### src/rtl/xfer_pkg.sv
package xfer_pkg;

   // Sequencer phases, one memory access each
   typedef enum logic [1:0] {
      ST_FSRC = 2'd0,
      ST_FDST = 2'd1,
      ST_RDOP = 2'd2,
      ST_WROP = 2'd3
   } xfer_state_e;

   // Which control register an address selects
   typedef enum logic [1:0] {
      MAP_NONE = 2'd0,
      MAP_IEN  = 2'd1,
      MAP_RET  = 2'd2,
      MAP_PC   = 2'd3
   } map_sel_e;

endpackage

### src/rtl/xfer_irq_or.sv
module xfer_irq_or #(
   parameter int N_REQ = 4
) (
   input  logic [N_REQ-1:0] req,
   output logic             any_o
);

   if (N_REQ < 1) begin : g_bad_nreq
      $error("xfer_irq_or: N_REQ must be at least 1");
   end

   logic [N_REQ:0] chain;
   assign chain[0] = 1'b0;

   for (genvar i = 0; i < N_REQ; i++) begin : g_or
      assign chain[i+1] = chain[i] | req[i];
   end

   assign any_o = chain[N_REQ];

endmodule

### src/rtl/xfer_ctlregs.sv
module xfer_ctlregs
   import xfer_pkg::*;
#(
   parameter int DW = 16
) (
   input  logic          clk,
   input  logic          rst_n,
   input  logic          pc_inc,
   input  logic [DW-1:0] rd_addr,
   output logic          rd_hit,
   output logic [DW-1:0] rd_val,
   input  logic          move_end,
   input  logic [DW-1:0] wr_addr,
   input  logic [DW-1:0] wr_data,
   output logic          wr_hit,
   input  logic          irq_any,
   output logic          take,
   output logic [DW-1:0] pc,
   output logic          ien,
   output logic          shd
);

   localparam logic [DW-1:0] A_PC  = {DW{1'b1}};
   localparam logic [DW-1:0] A_RET = {{(DW-1){1'b1}}, 1'b0};
   localparam logic [DW-1:0] A_IEN = {{(DW-2){1'b1}}, 2'b01};
   localparam logic [DW-1:0] ONE   = {{(DW-1){1'b0}}, 1'b1};

   function automatic map_sel_e sel_of(input logic [DW-1:0] a);
      if (a == A_PC)       return MAP_PC;
      else if (a == A_RET) return MAP_RET;
      else if (a == A_IEN) return MAP_IEN;
      else                 return MAP_NONE;
   endfunction

   logic [DW-1:0] pc_q, ret_q;
   logic          ie_q, sh_q;
   map_sel_e      rsel, wsel;
   logic [DW-1:0] pc_n, ret_n;
   logic          ie_n;

   assign rsel   = sel_of(rd_addr);
   assign wsel   = sel_of(wr_addr);
   assign rd_hit = (rsel != MAP_NONE);
   assign wr_hit = (wsel != MAP_NONE);

   always_comb begin
      unique case (rsel)
         MAP_PC:  rd_val = pc_q;
         MAP_RET: rd_val = ret_q;
         MAP_IEN: rd_val = {{(DW-1){1'b0}}, ie_q};
         default: rd_val = '0;
      endcase
   end

   // Register values as the move's write leaves them
   always_comb begin
      pc_n  = (wsel == MAP_PC)  ? wr_data    : pc_q;
      ret_n = (wsel == MAP_RET) ? wr_data    : ret_q;
      ie_n  = (wsel == MAP_IEN) ? wr_data[0] : ie_q;
   end

   assign take = move_end & irq_any & sh_q;

   always_ff @(posedge clk or negedge rst_n) begin
      if (!rst_n) begin
         pc_q  <= '0;
         ret_q <= '0;
         ie_q  <= 1'b0;
         sh_q  <= 1'b0;
      end else if (pc_inc) begin
         pc_q <= pc_q + ONE;
      end else if (move_end) begin
         if (take) begin
            pc_q  <= ret_n;
            ret_q <= pc_n;
            ie_q  <= 1'b0;
            sh_q  <= 1'b0;
         end else begin
            pc_q  <= pc_n;
            ret_q <= ret_n;
            ie_q  <= ie_n;
            sh_q  <= ie_n;
         end
      end
   end

   assign pc  = pc_q;
   assign ien = ie_q;
   assign shd = sh_q;

endmodule

### src/rtl/xfer_seq.sv
module xfer_seq
   import xfer_pkg::*;
#(
   parameter int DW = 16
) (
   input  logic          clk,
   input  logic          rst_n,
   input  logic [DW-1:0] pc,
   input  logic [DW-1:0] rd_word,
   output xfer_state_e   st,
   output logic [DW-1:0] acc_addr,
   output logic          acc_we,
   output logic [DW-1:0] acc_wdata,
   output logic          pc_inc,
   output logic          move_end
);

   xfer_state_e   st_q, st_n;
   logic [DW-1:0] src_q, dst_q;

   always_comb begin
      st_n      = st_q;
      acc_addr  = pc;
      acc_we    = 1'b0;
      acc_wdata = rd_word;
      pc_inc    = 1'b0;
      move_end  = 1'b0;
      unique case (st_q)
         ST_FSRC: begin
            pc_inc = 1'b1;
            st_n   = ST_FDST;
         end
         ST_FDST: begin
            pc_inc = 1'b1;
            st_n   = ST_RDOP;
         end
         ST_RDOP: begin
            acc_addr = src_q;
            st_n     = ST_WROP;
         end
         default: begin
            acc_addr = dst_q;
            acc_we   = 1'b1;
            move_end = 1'b1;
            st_n     = ST_FSRC;
         end
      endcase
   end

   always_ff @(posedge clk or negedge rst_n) begin
      if (!rst_n) begin
         st_q  <= ST_FSRC;
         src_q <= '0;
         dst_q <= '0;
      end else begin
         st_q <= st_n;
         if (st_q == ST_FDST) src_q <= rd_word;
         if (st_q == ST_RDOP) dst_q <= rd_word;
      end
   end

   assign st = st_q;

endmodule

### src/rtl/xfer_core.sv
module xfer_core
   import xfer_pkg::*;
#(
   parameter int DW    = 16,
   parameter int N_DEV = 4
) (
   input  logic             clk,
   input  logic             rst_n,
   input  logic [N_DEV-1:0] irq_req,
   output logic             mem_en,
   output logic             mem_we,
   output logic [DW-1:0]    mem_addr,
   output logic [DW-1:0]    mem_wdata,
   input  logic [DW-1:0]    mem_rdata,
   output logic             irq_taken
);

   if (DW < 4) begin : g_bad_dw
      $error("xfer_core: DW must be at least 4");
   end

   xfer_state_e   st;
   logic [DW-1:0] acc_addr, acc_wdata, pc, rd_val, rd_word, map_q;
   logic          acc_we, pc_inc, move_end, rd_hit, wr_hit;
   logic          irq_any, take, ien, shd, map_use_q, taken_q;

   xfer_irq_or #(.N_REQ(N_DEV)) u_irq_or (
      .req   (irq_req),
      .any_o (irq_any)
   );

   xfer_seq #(.DW(DW)) u_seq (
      .clk       (clk),
      .rst_n     (rst_n),
      .pc        (pc),
      .rd_word   (rd_word),
      .st        (st),
      .acc_addr  (acc_addr),
      .acc_we    (acc_we),
      .acc_wdata (acc_wdata),
      .pc_inc    (pc_inc),
      .move_end  (move_end)
   );

   xfer_ctlregs #(.DW(DW)) u_regs (
      .clk      (clk),
      .rst_n    (rst_n),
      .pc_inc   (pc_inc),
      .rd_addr  (acc_addr),
      .rd_hit   (rd_hit),
      .rd_val   (rd_val),
      .move_end (move_end),
      .wr_addr  (acc_addr),
      .wr_data  (acc_wdata),
      .wr_hit   (wr_hit),
      .irq_any  (irq_any),
      .take     (take),
      .pc       (pc),
      .ien      (ien),
      .shd      (shd)
   );

   // Mapped reads return with the same one-cycle latency as the bus
   always_ff @(posedge clk or negedge rst_n) begin
      if (!rst_n) begin
         map_q     <= '0;
         map_use_q <= 1'b0;
         taken_q   <= 1'b0;
      end else begin
         map_q     <= rd_val;
         map_use_q <= rd_hit & ~acc_we;
         taken_q   <= take;
      end
   end

   assign rd_word   = map_use_q ? map_q : mem_rdata;
   assign mem_en    = ~(acc_we ? wr_hit : rd_hit);
   assign mem_we    = acc_we & ~wr_hit;
   assign mem_addr  = acc_addr;
   assign mem_wdata = acc_wdata;
   assign irq_taken = taken_q;

endmodule

### config.mk
export PLATFORM = sky130hd
export DESIGN_NAME = xfer_core
export DESIGN_NICKNAME = d
export VERILOG_FILES = /design/src/rtl/xfer_pkg.sv /design/src/rtl/xfer_irq_or.sv /design/src/rtl/xfer_ctlregs.sv /design/src/rtl/xfer_seq.sv /design/src/rtl/xfer_core.sv
export SDC_FILE = /design/constraint.sdc
export NUM_CORES = 1
export LEC_CHECK = 0
export BUFFER_PORTS_ARGS = -buffer_cell sky130_fd_sc_hd__buf_2
export CELL_PAD_IN_SITES_DETAIL_PLACEMENT = 2
export CELL_PAD_IN_SITES_GLOBAL_PLACEMENT = 2
export CORE_MARGIN = 2
export CORE_UTILIZATION = 32
export CTS_BUF_LIST = sky130_fd_sc_hd__clkbuf_16
export CTS_CLUSTER_DIAMETER = 100
export DETAILED_ROUTE_END_ITERATION = 8
export GPL_TIMING_DRIVEN = 0
export HOLD_SLACK_MARGIN = 0.06
export PLACE_DENSITY_LB_ADDON = 0.1
export SETUP_SLACK_MARGIN = 0.3
export SYNTH_ARGS = -nofsm -noshare
export SYNTH_HDL_FRONTEND = slang
export SYNTH_SLANG_ARGS = --single-unit
### constraint.sdc
create_clock -name clk -period 2.8 [get_ports clk]
set_input_delay 0.56 -clock clk [delete_from_list [all_inputs] [get_ports clk]]
set_output_delay 0.56 -clock clk [all_outputs]
set_load 0.03 [all_outputs]
-- Word-level counts from Yosys, hierarchy flattened
Cells that the tools add are included.
- flip-flop bits (word level): 85
- output and inout port bits: 35
- add/subtract/negate cells: 1
- eq/ne operators: 9
- multiplexer cells: 17
- bitwise logic cells: 10
- reductions and logical operators: 7
- operator list (operator ; number):
    16-bit two-way mux ; 7
    16-bit == test, second input constant ; 3
    16-bit one-hot mux with 3 select lines ; 1
    16-bit one-hot mux with 2 select lines ; 1
    16-bit by 1-bit adder with 16-bit output, second input constant ; 1
    2-bit == test, second input constant ; 3
    2-bit one-hot mux with 3 select lines ; 1
    1-bit two-way mux ; 5
    1-bit bitwise AND ; 4
    2-bit by 1-bit == test with 1-bit output, second input constant ; 2
    2-bit two-way mux ; 2
    2-bit nonzero test ; 2
    1-bit NOT ; 3
    1-bit OR ; 3
    3-bit AND reduction ; 1
    3-bit OR reduction ; 1
    2-bit zero test ; 1
    2-bit by 1-bit != test with 1-bit output, second input constant ; 1
    2-bit AND reduction ; 1
    2-bit OR reduction ; 1

-- Longest topological paths before layout
Gate-level depths: netlist of run 1.
- word-level depth: 12
- depth in mapped cells: 14

-- Cells and area by module
From an unflattened synthesis of run 1, not the netlist that was laid out.
- cell total of the unflattened synthesis: 545
- area, all modules: 5411.4 sq um
- modules (own cells, without submodules) (module ; instances ; cells an instance ; area each (sq um) ; sequential area each (sq um)):
    xfer_ctlregs ; 1 ; 338 ; 2726.4 ; 825.8
    xfer_seq ; 1 ; 167 ; 1955.6 ; 850.8
    xfer_core ; 1 ; 39 ; 721.9 ; 450.4
    xfer_irq_or ; 1 ; 1 ; 7.5 ; 0.0

-- Least setup slack after synthesis of run 1
No wires, ideal clock.
- path type: reg-to-output
- start: register u_seq.st_q[0] (netlist: u_seq.st[0])
- end: output port mem_we
- arrival time: 2.763 ns
- data required time: 2.240 ns
- setup slack: -0.523 ns
- stages on the path, launching flop included: 11
- buffers on the path: 3
- cell sequence: dfrtp_1 -> inv_1 -> ha_1 -> buf_4 -> buf_8 -> buf_4 -> nand2_1 -> nand2_1 -> mux2_2 -> o21ai_0 -> and2_1
- longest elaborated chain between the ends: 10
- elaborated cells on any way between the ends: 16
- classes of those cells: eq/ne: 5; mux: 5; bitwise: 2; reduce/logical: 4
- RTL lines (what ; RTL line ; text):
    start: declaration ; xfer_seq.sv:18 ; xfer_state_e st_q, st_n;
    start signal: assignment ; xfer_seq.sv:56 ; st_q <= st_n;
    2-bit by 1-bit == test with 1-bit output / 2-bit zero test (equally long branches) ; xfer_seq.sv:28 ; unique case (st_q)
    2-bit OR reduction (no source line) ; -- ;
    16-bit one-hot mux with 2 select lines * ; xfer_seq.sv:28 ;
    named net mem_addr[1] ; xfer_core.sv:12 ; output logic [DW-1:0] mem_addr,
    16-bit == test ; -- ;
    1-bit two-way mux ; -- ;
    2-bit two-way mux ; -- ;
    2-bit two-way mux * ; -- ;
    2-bit nonzero test * ; -- ;
    1-bit NOT * ; xfer_core.sv:78 ; assign mem_we = acc_we & ~wr_hit;
    named net mem_en ; xfer_core.sv:10 ; output logic mem_en,
    1-bit bitwise AND * ; xfer_core.sv:78 ;
    end: declaration ; xfer_core.sv:11 ; output logic mem_we,
Mark *: on every way through the listed nets, which the timed path passes. The rest lies on a longest branch.

-- Final worst setup path of run 1
- start: register u_regs.pc_q[10] (netlist: u_regs.pc[10])
- end: output port mem_we
- longest elaborated chain between the ends: 8
- elaborated cells on any way between the ends: 10
- classes of those cells: eq/ne: 3; mux: 4; bitwise: 2; reduce/logical: 1
- RTL lines (what ; RTL line ; text):
    start: declaration ; xfer_ctlregs.sv:35 ; logic [DW-1:0] pc_q, ret_q;
    start signal: assignment ; xfer_ctlregs.sv:71 ; pc_q <= pc_q + ONE;
    start signal: assignment ; xfer_ctlregs.sv:74 ; pc_q <= ret_n;
    start signal: assignment ; xfer_ctlregs.sv:79 ; pc_q <= pc_n;
    16-bit one-hot mux with 2 select lines * ; xfer_seq.sv:28 ;
    16-bit == test ; xfer_ctlregs.sv:31 ; else if (a == A_IEN) return MAP_IEN;
    1-bit two-way mux ; xfer_ctlregs.sv:31 ;
    2-bit two-way mux ; xfer_ctlregs.sv:30 ; else if (a == A_RET) return MAP_RET;
    2-bit two-way mux * ; xfer_ctlregs.sv:29 ; if (a == A_PC) return MAP_PC;
    2-bit nonzero test * ; xfer_ctlregs.sv:44 ; assign wr_hit = (wsel != MAP_NONE);
    1-bit NOT * ; xfer_core.sv:78 ;
    1-bit bitwise AND * ; xfer_core.sv:78 ;
Mark *: on every way between the ends. The rest lies on a longest branch, timed or not.

==> reports/metrics.cfg, run 1 <==
[sta]
timing.final.setup_violations = 52
drv_slew = 0
clock.fmax_mhz = 306
clock_skew_ps = 12.9
final_min_period_over_clock_period = 1.17
finalWorstPathRequiredPeriod_ps = 3270
least_margin_pin_slew_ps = 821
timing_hold_violations_final = 0
rsz0062_at_grt = yes
timing.slew.headroom = 0.453
final_critical_path_setup_slack_ps = -466

[floorplan]
die_h_um = 131
core.rowCount = 46
ios = 57
initial_utilization = 0.327
design.die.area_um2 = 17300
horiz_die_dim_um = 131
floorplan.core_area_um2 = 15900

[grt]
grt_pass1_vias = 6828
global_route.usage.total = 0.342
global_route.overflow_total = 0
grt_start_max_net_pins = 54
global_route_wire_length_before_repair_um = 43900
antenna_found_initial = 0

[synthesis]
synth_fa_ha_area_frac = 0.0120
number_of_synthesized_flops_with_an_enable_pin = 0
yosys-mux-area-fraction = 0.0431
synth.lib_cells_used.distinct = 60
largest_family_of_logic_cells_by_synthesized_area = compound AO/OA/AOI/OAI gates
top_reg_cell_synth = sky130_fd_sc_hd__dfrtp_1
post-synth-top-area-cell = sky130_fd_sc_hd__dfrtp_1
synthXorXnorAreaFrac = 0.00843
synth.area.top_cells = sky130_fd_sc_hd__dfrtp_1, sky130_fd_sc_hd__a21oi_1, sky130_fd_sc_hd__nor2_1
post_synth_instance_area_um2 = 5190
synth.net_count = 668
synth.top_cell.area_share = 0.410
yosysSeqAreaShare = 0.410
post_synthesis_compound_gate_area_fraction = 0.245
synthesized_area_fraction_occupied_by_and_or_nand_nor_cells = 0.210
async_flop_share = 1.00
ys_ff_latch = 85
netlist_instances = 641
synth.avg_cell_area_um2 = 8.10
yosys_warnings = 0

[cts]
cts.clk_slew.worst_paths_ps = 70
cts_made_buffers = 9
cts.sink_count = 85
clock_insertion_delay_worst_skew_ps = 360
cts_tree = built
cts.htree.levels = 3
root_buffer = sky130_fd_sc_hd__clkbuf_16
clockBufferDepth = 2

[cells_and_area]
num-nets-final = 830
layout.area.seq_um2 = 2130
layout-area-overhead-vs-synth_pct = 62.0
num_antenna_cells = 0
instances_no_fill = 1023
most_frequent_cells_in_the_layout = sky130_fd_sc_hd__dfrtp_1, sky130_fd_sc_hd__nand2_1, sky130_fd_sc_hd__nor2_1, sky130_fd_sc_hd__buf_4, sky130_fd_sc_hd__a21oi_1
fill_cells = 1630
mostFrequentLayoutCell = sky130_fd_sc_hd__dfrtp_1
multiInputGateArea_um2 = 3580
layout-drive-gt1-share = 0.418

[worst_setup_path]
end_kind = output pin
worst-path-max-fanout = 8
critical_path_class = reg -> out
start_kind = register
worstPathRequired_ps = 2240
critical_path_arrival_ps = 2710

[place]
dp_hpwl_um = 18400
placedCellCount = 915
port_buffers = 56
gp_congestion = 0.902
place_worst_setup_slack_ps = -710

[outcome]
failed_checks = negative setup slack
run_status = finished, violations left

[route]
drt_drc_violations_left = 0
detail_route.wirelength_um = 34200
first_pass_iters = 5
ant_nets = 0
drt_iter0_drc = 593
drt-wirelength-per-cell_um = 33.4
post_drt_via_cell_ratio = 6.44
route.vias.total = 6587

[power_and_ir_drop]
power_density_nw_per_um2 = 629
peakVddDrop_uv = 325
totalPowerFinal_mw = 5.29
power_leakage_nw = 3.53

[min_path]
min_path_type = in -> async

[run]
drv_cap = 0

[final timing paths]
check / startpoint / endpoint / slack, ps / cells after the start
worst min register to register: u_seq.dst_q[4]$_DFFE_PN0N_ / u_seq.dst_q[4]$_DFFE_PN0N_ / 570 / 2
worst max-delay path: u_regs.pc[10]$_DFFE_PN0P_ / mem_we / -470 / 8
min in group clk: u_seq.dst_q[4]$_DFFE_PN0N_ / u_seq.dst_q[4]$_DFFE_PN0N_ / 570 / 2
max in group asynchronous: rst_n / map_q[5]$_DFF_PN0_ / 1980 / 2
worst max register to register: u_regs.pc[10]$_DFFE_PN0P_ / u_regs.pc[9]$_DFFE_PN0P_ / -420 / 11
worst min-delay path: rst_n / u_seq.src_q[8]$_DFFE_PN0N_ / 160 / 1
[Yosys cell counts (all sizes together) (2+ instances only)]
cell type and instances:
o31ai 3, and2 5, a221oi 4, and3 4
o221ai 5, dfrtp 85, a31oi 11, o22a 2
o41ai 2, xnor2 5, o31a 2, nand4 21
o22ai 4, o211ai 22, nor2b 2, and4 3
a21oi 92, nor3 2, mux2i 19, a22oi 11
nand2 73, nor2 76, a21boi 2, a21o 4
clkbuf 34, nand3 38, buf 19, o21ai 30
inv 33, nor4 5, mux2 3, ha 5
o32ai 2
[repair_timing]
item | 4_1_cts | 5_1_grt
gates cloned | 5 | 1
pin swaps | 36 | 42
hold buffers | 0 | 0
setup endpoints to repair | 107 | 83
resized for setup | 229 | 110
setup buffers | 54 | 33
[metal layers]
layer,GRT usage,part of all wire
met1,0.419,0.37
met2,0.577,0.49
met3,0.0544,0.073
met4,0.183,0.066
met5,0,0
[through the flow]
stage | cell area (um2) | TNS, ps | util | hold slack (ps)
4_1_cts | 7640 | -4370 | 0.481 | 177
5_1_grt | 8410 | -16310 | 0.530 | 191
3_3_place_gp | 5800 | -23960 | 0.365 | 514
6_report | 8410 | -12460 | 0.530 | 156
3_5_place_dp | 5840 | -27190 | 0.368 | 533
2_1_floorplan | 5250 | 0 | - | 264
[power by group]
part           switching, mW  internal, mW
combinational           1.46         0.771
sequential             0.322          1.41
clock                  0.553         0.770
total                   2.34          2.96
[cell families (layout without fill, tap and decap cells)]
family / Yosys count / in the layout
multiplexers: 22 / 22
AO/OA/AOI/OAI: 205 / 205
XOR/XNOR: 5 / 5
AND/OR/NAND/NOR: 232 / 232
adder cells (fa/ha/maj): 5 / 5
flip-flops: 85 / 85
buffers and inverters: 87 / 253
[critical path, stage by stage (launching register included)]
cell                       delay [ps]
sky130_fd_sc_hd__dfrtp_1          330
sky130_fd_sc_hd__clkbuf_1         540
sky130_fd_sc_hd__a21oi_1          150
sky130_fd_sc_hd__nor4_2           340
sky130_fd_sc_hd__a21oi_2          170
sky130_fd_sc_hd__nor4_4           400
sky130_fd_sc_hd__o21ai_4          130
sky130_fd_sc_hd__and2_4           160
sky130_fd_sc_hd__buf_6            130
[final cells by class]
cell class / count / share of cell area
Sequential cell: 85 / 0.253
Multi-Input combinational cell: 469 / 0.425
Clock inverter: 6 / 0.00952
Timing Repair Buffer: 151 / 0.170
Buffer: 53 / 0.0669
Tap cell: 216 / 0.0321
Inverter: 34 / 0.0161
Clock buffer: 9 / 0.0268
[registers in the layout (all words and copies together) (netlist names)]
register,cells
u_regs.ret_q,16
irq_taken,1
u_seq.dst_q,16
u_regs.ien,1
map_use_q,1
u_regs.pc,16
u_seq.st,2
u_seq.src_q,16
map_q,16
No activity file was read; power rests on OpenSTA's default activity.
==> inputs of run 2 (changes only) <==
clock period = 2.7 ns   (was 2.8 ns; I/O delays follow)
==> run 2 against run 1 <==
Against the previous run:
- the run still ends with negative setup slack left
- clock-buffer cell count is the same
- clock power grew 8%
- global-route usage shrank 0.18 points
- design area shrank 2.8%
- setup slack gained 61 ps
- clock skew shrank 2.9 ps
- sequential share of layout area grew 0.74 points
- combinational power grew 4%
- register-to-register slack gained 20 ps
- critical path depth grew 5
- via count shrank 2.8%
- final cell count shrank 1.2%
- critical path type is now reg -> reg
- critical endpoint is now u_regs.pc[4]$_DFFE_PN0P_
- largest power group unchanged
- highest routed layer unchanged
==> reports/metrics.cfg, run 2 (synthesized netlist as in run 1, its figures left out) <==
[worst_setup_path]
critical_path_class = reg -> reg  ; was reg -> out
worstReg2RegEnd = u_regs.pc[4]$_DFFE_PN0P_  ; was u_regs.pc[9]$_DFFE_PN0P_
worstPathRequired_ps = 2960  ; was 2240 ps
start_kind = register  ; unchanged
end_kind = register  ; was output pin
rr_worst_depth = 13  ; was 11
critical_path_arrival_ps = 3370  ; was 2710 ps
worstReg2RegStart = u_seq.st[0]$_DFF_PN0_  ; was u_regs.pc[10]$_DFFE_PN0P_
worst-path-max-fanout = 10  ; was 8
rrSetupSlack_ps = -400  ; was -420 ps

[route]
drt_drc_violations_left = 0  ; unchanged
first_pass_iters = 5  ; unchanged
drt_iter0_drc = 596  ; was 593
post_drt_via_cell_ratio = 6.33  ; was 6.44
ant_nets = 0  ; unchanged
detail_route.wirelength_um = 33100  ; was 34200 um
route.vias.total = 6400  ; was 6587
drt-wirelength-per-cell_um = 32.7  ; was 33.4 um

[cells_and_area]
postLayoutCoreUtil = 0.515  ; was 0.530
instances_no_fill = 1011  ; was 1023
mostFrequentLayoutCell = sky130_fd_sc_hd__dfrtp_1  ; unchanged
num-nets-final = 817  ; was 830
layout-drive-gt1-share = 0.403  ; was 0.418
fill_cells = 1679  ; was 1630
layout-area-overhead-vs-synth_pct = 57.5  ; was 62.0%
num_antenna_cells = 0  ; unchanged
most_frequent_cells_in_the_layout = sky130_fd_sc_hd__dfrtp_1, sky130_fd_sc_hd__a21oi_1, sky130_fd_sc_hd__nor2_1, sky130_fd_sc_hd__nand2_1, sky130_fd_sc_hd__buf_4  ; was sky130_fd_sc_hd__dfrtp_1, sky130_fd_sc_hd__nand2_1, sky130_fd_sc_hd__nor2_1, sky130_fd_sc_hd__buf_4, sky130_fd_sc_hd__a21oi_1

[outcome]
run_status = finished, violations left  ; unchanged
failed_checks = negative setup slack  ; unchanged

[cts]
clock_insertion_delay_worst_skew_ps = 370  ; was 360 ps
ctsHoldBuffers = 0  ; unchanged
cts.htree.levels = 3  ; unchanged
cts_made_buffers = 9  ; unchanged
root_buffer = sky130_fd_sc_hd__clkbuf_16  ; unchanged
clockBufferDepth = 2  ; unchanged
cts.clk_slew.worst_paths_ps = 70  ; about the same
cts.sink_count = 85  ; unchanged
cts_tree = built  ; unchanged

[floorplan]
horiz_die_dim_um = 131  ; unchanged
initial_utilization = 0.327  ; unchanged
die_h_um = 131  ; unchanged
floorplan.core_area_um2 = 15900  ; unchanged
ios = 57  ; unchanged
core.rowCount = 46  ; unchanged
design.die.area_um2 = 17300  ; unchanged

[sta]
final_critical_path_setup_slack_ps = -405  ; was -466 ps
clock_skew_ps = 9.99  ; was 12.9 ps
final_min_period_over_clock_period = 1.15
clock.fmax_mhz = 322
drv_slew = 0  ; unchanged
least_margin_pin_slew_ps = 840  ; was 821 ps
timing_hold_violations_final = 0  ; unchanged
timing.slew.headroom = 0.439  ; was 0.453
timing.final.setup_violations = 49  ; was 52
rsz0062_at_grt = yes  ; unchanged
totalNegativeSetupSlack_ps = -11370  ; was -12460 ps
finalWorstPathRequiredPeriod_ps = 3100

[grt]
global_route_wire_length_before_repair_um = 43800  ; was 43900 um
antenna_found_initial = 0  ; unchanged
grt_start_max_net_pins = 47  ; was 54
grt_pass1_vias = 6847  ; was 6828
global_route.overflow_total = 0  ; unchanged
global_route.usage.total = 0.340  ; was 0.342

[place]
gp_congestion = 0.913  ; was 0.902
port_buffers = 56  ; unchanged
dp_hpwl_um = 18200  ; was 18400 um
placedCellCount = 915  ; unchanged

[power_and_ir_drop]
peakVddDrop_uv = 361  ; was 325 uV
power_density_nw_per_um2 = 675  ; was 629 nW/um2
power_leakage_nw = 3.42  ; was 3.53 nW

[min_path]
min_path_type = in -> async  ; unchanged

[run]
drv_cap = 0  ; unchanged

-- run 2: worst max path at each step --
stage	start	to	slack, ps	cells after the start
floorplan	u_seq.st[0]$_DFF_PN0_	mem_we	-5	10
global placement	map_use_q$_DFF_PN0_	mem_wdata[0]	-690	6
detailed placement	map_use_q$_DFF_PN0_	mem_wdata[0]	-740	6
CTS	u_seq.st[0]$_DFF_PN0_	mem_we	-320	12
global route	u_seq.st[0]$_DFF_PN0_	u_regs.pc[9]$_DFFE_PN0P_	-510	14
finish	u_seq.st[0]$_DFF_PN0_	u_regs.pc[4]$_DFFE_PN0P_	-400	13
-- run 2: critical path, cell delays in order, from the launching register on --
cell and delay [ps]:
sky130_fd_sc_hd__dfrtp_1 390, sky130_fd_sc_hd__buf_4 130, sky130_fd_sc_hd__ha_2 280, sky130_fd_sc_hd__buf_8 180, sky130_fd_sc_hd__a211oi_2 50, sky130_fd_sc_hd__a21oi_1 150
sky130_fd_sc_hd__nand4b_1 230, sky130_fd_sc_hd__buf_4 220, sky130_fd_sc_hd__or4_4 440, sky130_fd_sc_hd__buf_12 170, sky130_fd_sc_hd__nor3_4 220, sky130_fd_sc_hd__buf_6 200
sky130_fd_sc_hd__a31oi_1 110, sky130_fd_sc_hd__o221ai_1 220
-- run 2: power breakdown --
group	total, mW	internal [mW]	switching (mW)
combinational	2.33	0.827	1.50
sequential	1.78	1.47	0.310
clock	1.42	0.808	0.609
-- run 2: metrics by stage --
| step | hold slack [ps] | area [um2] | setup slack, ps | power [mW] |
|---|---|---|---|---|
| after floorplan | 244 | 5310 | -4.84 | 2.68 |
| after global placement | 512 | 5860 | -691 | 3.23 |
| after detailed placement | 528 | 5910 | -737 | 3.32 |
| after CTS | 206 | 7530 | -317 | 5.05 |
| after global routing | 218 | 8180 | -513 | 5.68 |
| final | 178 | 8180 | -405 | 5.52 |
-- run 2: layer usage --
layer / GRT usage / up-vias / routed length [um]
met1: 0.415 / 3312 / 12700
met2: 0.580 / 360 / 16400
li1: - / 2595 / -
met4: 0.178 / 0 / 1930
met3: 0.0505 / 133 / 2020
met5: 0 / - / 0
-- run 2: area by class of cell --
cell class	count	area, um2	share of cell area
Inverter	34	135	0.0165
Clock inverter	7	88.8	0.0109
Multi-Input combinational cell	469	3480	0.426
Tap cell	216	270	0.0331
Sequential cell	85	2130	0.260
Clock buffer	9	225	0.0275
Timing Repair Buffer	138	1280	0.157
Buffer	53	562	0.0687
-- run 2: what timing repair did --
item | 4_1_cts | 5_1_grt
setup buffers | 52 | 20
endpoints found under the setup margin | 111 | 76
gates cloned | 3 | 5
resized for setup | 208 | 97
pin swaps | 27 | 39
==> inputs of run 3 (changes only) <==
CORE_MARGIN = default   (was 2)
==> run 3 against run 2 <==
Against the previous run:
- the flow still finishes with violations (negative setup slack)
- total power is 5.5% higher
- non-clock buffer count increased by 13
- first-iteration DRC count is 6.5% higher
- fmax shrank 2.7%
- via count increased by 6.6%
- clock-buffer cell count unchanged
- sequential share of layout area down 1.0 points
==> reports/metrics.cfg, run 3 (synthesized netlist as in run 1, its figures left out) <==
[cts]
cts.clk_slew.worst_paths_ps = 70  ; about the same
clockBufferDepth = 2  ; unchanged
cts.htree.levels = 3  ; unchanged
ctsHoldBuffers = 0  ; unchanged
root_buffer = sky130_fd_sc_hd__clkbuf_16  ; unchanged
cts_made_buffers = 9  ; unchanged
cts_tree = built  ; unchanged
cts.sink_count = 85  ; unchanged
clock_insertion_delay_worst_skew_ps = 370  ; about the same

[min_path]
min_path_type = in -> async  ; unchanged

[cells_and_area]
num_antenna_cells = 0  ; unchanged
instances_no_fill = 1024  ; was 1011
most_frequent_cells_in_the_layout = sky130_fd_sc_hd__dfrtp_1, sky130_fd_sc_hd__nand2_1, sky130_fd_sc_hd__nor2_1, sky130_fd_sc_hd__a21oi_1, sky130_fd_sc_hd__buf_4  ; was sky130_fd_sc_hd__dfrtp_1, sky130_fd_sc_hd__a21oi_1, sky130_fd_sc_hd__nor2_1, sky130_fd_sc_hd__nand2_1, sky130_fd_sc_hd__buf_4
num-nets-final = 830  ; was 817
layout.area.seq_um2 = 2130  ; unchanged
mostFrequentLayoutCell = sky130_fd_sc_hd__dfrtp_1  ; unchanged
fill_cells = 1643  ; was 1679
multiInputGateArea_um2 = 3630  ; was 3480 um2
layout-area-overhead-vs-synth_pct = 64.0  ; was 57.5%
layout-drive-gt1-share = 0.425  ; was 0.403

[sta]
least_margin_pin_slew_ps = 873  ; was 840 ps
timing_hold_violations_final = 0  ; unchanged
final_min_period_over_clock_period = 1.18  ; was 1.15
finalWorstPathRequiredPeriod_ps = 3190  ; was 3100 ps
rsz0062_at_grt = yes  ; unchanged
clock_skew_ps = 8.89  ; was 9.99 ps
timing.final.setup_violations = 57  ; was 49
final_critical_path_setup_slack_ps = -490  ; was -405 ps
clock.fmax_mhz = 313  ; was 322 MHz
timing.slew.headroom = 0.418  ; was 0.439
drv_slew = 0  ; unchanged

[worst_setup_path]
worstReg2RegStart = u_seq.st[0]$_DFF_PN0_  ; unchanged
end_kind = output pin  ; was register
crit_start = u_regs.pc[2]$_DFFE_PN0P_  ; was u_seq.st[0]$_DFF_PN0_
critical_path_class = reg -> out  ; was reg -> reg
start_kind = register  ; unchanged
critical_path_arrival_ps = 2650  ; was 3370 ps
worstPathRequired_ps = 2160  ; was 2960 ps
worst-path-max-fanout = 10  ; unchanged

[power_and_ir_drop]
fraction_of_power_spent_switching_nets = 0.441  ; was 0.438
power_density_nw_per_um2 = 684  ; was 675 nW/um2
intPower_mw = 3.26  ; was 3.10 mW
clockPowerShare = 0.264  ; was 0.257
power_leakage_nw = 3.56  ; was 3.42 nW
power.net_switching_mw = 2.57  ; was 2.42 mW
peakVddDrop_uv = 496  ; was 361 uV
combPwrFrac = 0.426  ; was 0.422
share_seq_of_total_power = 0.310  ; was 0.322

[route]
route.vias.total = 6820  ; was 6400
post_drt_via_cell_ratio = 6.66  ; was 6.33
first_pass_iters = 5  ; unchanged
drt_iter0_drc = 635  ; was 596
drt_drc_violations_left = 0  ; unchanged
detail_route.wirelength_um = 36300  ; was 33100 um
ant_nets = 0  ; unchanged
drt-wirelength-per-cell_um = 35.4  ; was 32.7 um

[grt]
grt.busiest_layer = met2  ; unchanged
use_met1 = 0.470  ; was 0.415
grt_pass1_vias = 6785  ; was 6847
global_route.usage.total = 0.378  ; was 0.340
global_route_wire_length_before_repair_um = 44800  ; was 43800 um
global_route.overflow_total = 0  ; unchanged
grtUsageMet3 = 0.0450  ; was 0.0505
grt_start_max_net_pins = 53  ; was 47
antenna_found_initial = 0  ; unchanged
grt_use_met2 = 0.636  ; was 0.580

[floorplan]
floorplan.core_area_um2 = 15900  ; unchanged
ios = 57  ; unchanged
design.die.area_um2 = 16700  ; was 17300 um2
initial_utilization = 0.327  ; unchanged
core.rowCount = 46  ; unchanged
die_h_um = 129  ; was 131 um
horiz_die_dim_um = 129  ; was 131 um

[place]
port_buffers = 56  ; unchanged
placedCellCount = 915  ; unchanged
dp_hpwl_um = 18100  ; was 18200 um
place_worst_setup_slack_ps = -766  ; was -737 ps
gp_congestion = 0.878  ; was 0.913

[outcome]
failed_checks = negative setup slack  ; unchanged
run_status = finished, violations left  ; unchanged

[run]
drv_cap = 0  ; unchanged

## run 3: cell count changes in the layout (fill, tap and decap cells not counted), moves of 4 or more
cell	previous run	this run
sky130_fd_sc_hd__a21oi_1	67	63
sky130_fd_sc_hd__buf_6	33	38
sky130_fd_sc_hd__buf_4	56	62
sky130_fd_sc_hd__buf_12	7	13
## run 3: repair_timing
action	4_1_cts	5_1_grt
setup endpoints to repair	111	84
endpoints found under the hold margin	0	0
pin swaps	41	28
cloned	4	2
setup buffers	57	30
resized for setup	262	86
## run 3: critical path, stage by stage (launching register included)
cell,delay (ps)
sky130_fd_sc_hd__dfrtp_1,450
sky130_fd_sc_hd__clkbuf_1,630
sky130_fd_sc_hd__o22a_1,290
sky130_fd_sc_hd__a31oi_4,150
sky130_fd_sc_hd__nor4_4,330
sky130_fd_sc_hd__o21ai_4,130
sky130_fd_sc_hd__and2_4,160
sky130_fd_sc_hd__buf_6,130
## run 3: per-stage QoR
| step | hold slack, ps | setup TNS, ps | power, mW | instance area, um2 | utilization |
|---|---|---|---|---|---|
| after floorplan | 244 | -4.84 | 2.68 | 5310 | - |
| final | 136 | -16150 | 5.83 | 8520 | 0.536 |
| after detailed placement | 526 | -31770 | 3.31 | 5910 | 0.372 |
| after CTS | 158 | -4700 | 5.25 | 7870 | 0.495 |
| after global routing | 165 | -19090 | 5.91 | 8520 | 0.536 |
| after global placement | 513 | -27860 | 3.23 | 5860 | 0.369 |
## run 3: final timing paths
path / slack [ps] / depth (start not counted) / end
worst max-delay path: -490 / 7 / mem_we
worst min-delay path: 140 / 1 / u_seq.src_q[13]$_DFFE_PN0N_
worst max register to register: -480 / 16 / u_regs.pc[14]$_DFFE_PN0P_
worst min register to register: 540 / 2 / u_seq.dst_q[14]$_DFFE_PN0N_
max in group asynchronous: 1880 / 2 / u_regs.ret_q[6]$_DFFE_PN0P_
min in group clk: 540 / 2 / u_seq.dst_q[14]$_DFFE_PN0N_
## run 3: cell type report
cell class / instances / area share
tap: 216 / 0.0317
sequential: 85 / 0.250
inverter: 34 / 0.0156
multi-input combinational: 469 / 0.426
timing repair buffer: 151 / 0.166
buffer: 53 / 0.0714
clock inverter: 7 / 0.0135
clock buffer: 9 / 0.0264
## run 3: power groups by stage
stage | Sequential, mW | Clock [mW] | Combinational (mW)
after floorplan | 1.61 | 0 | 1.06
after global placement | 1.72 | 0 | 1.51
after detailed placement | 1.73 | 0 | 1.58
after CTS | 1.72 | 1.49 | 2.03
after global routing | 1.79 | 1.56 | 2.56
final | 1.80 | 1.54 | 2.48
## run 3: per-layer routing
metal	vias up	part of all wire
met3	197	0.071
met2	484	0.48
met5	-	0
li1	2637	-
met4	0	0.072
met1	3502	0.37
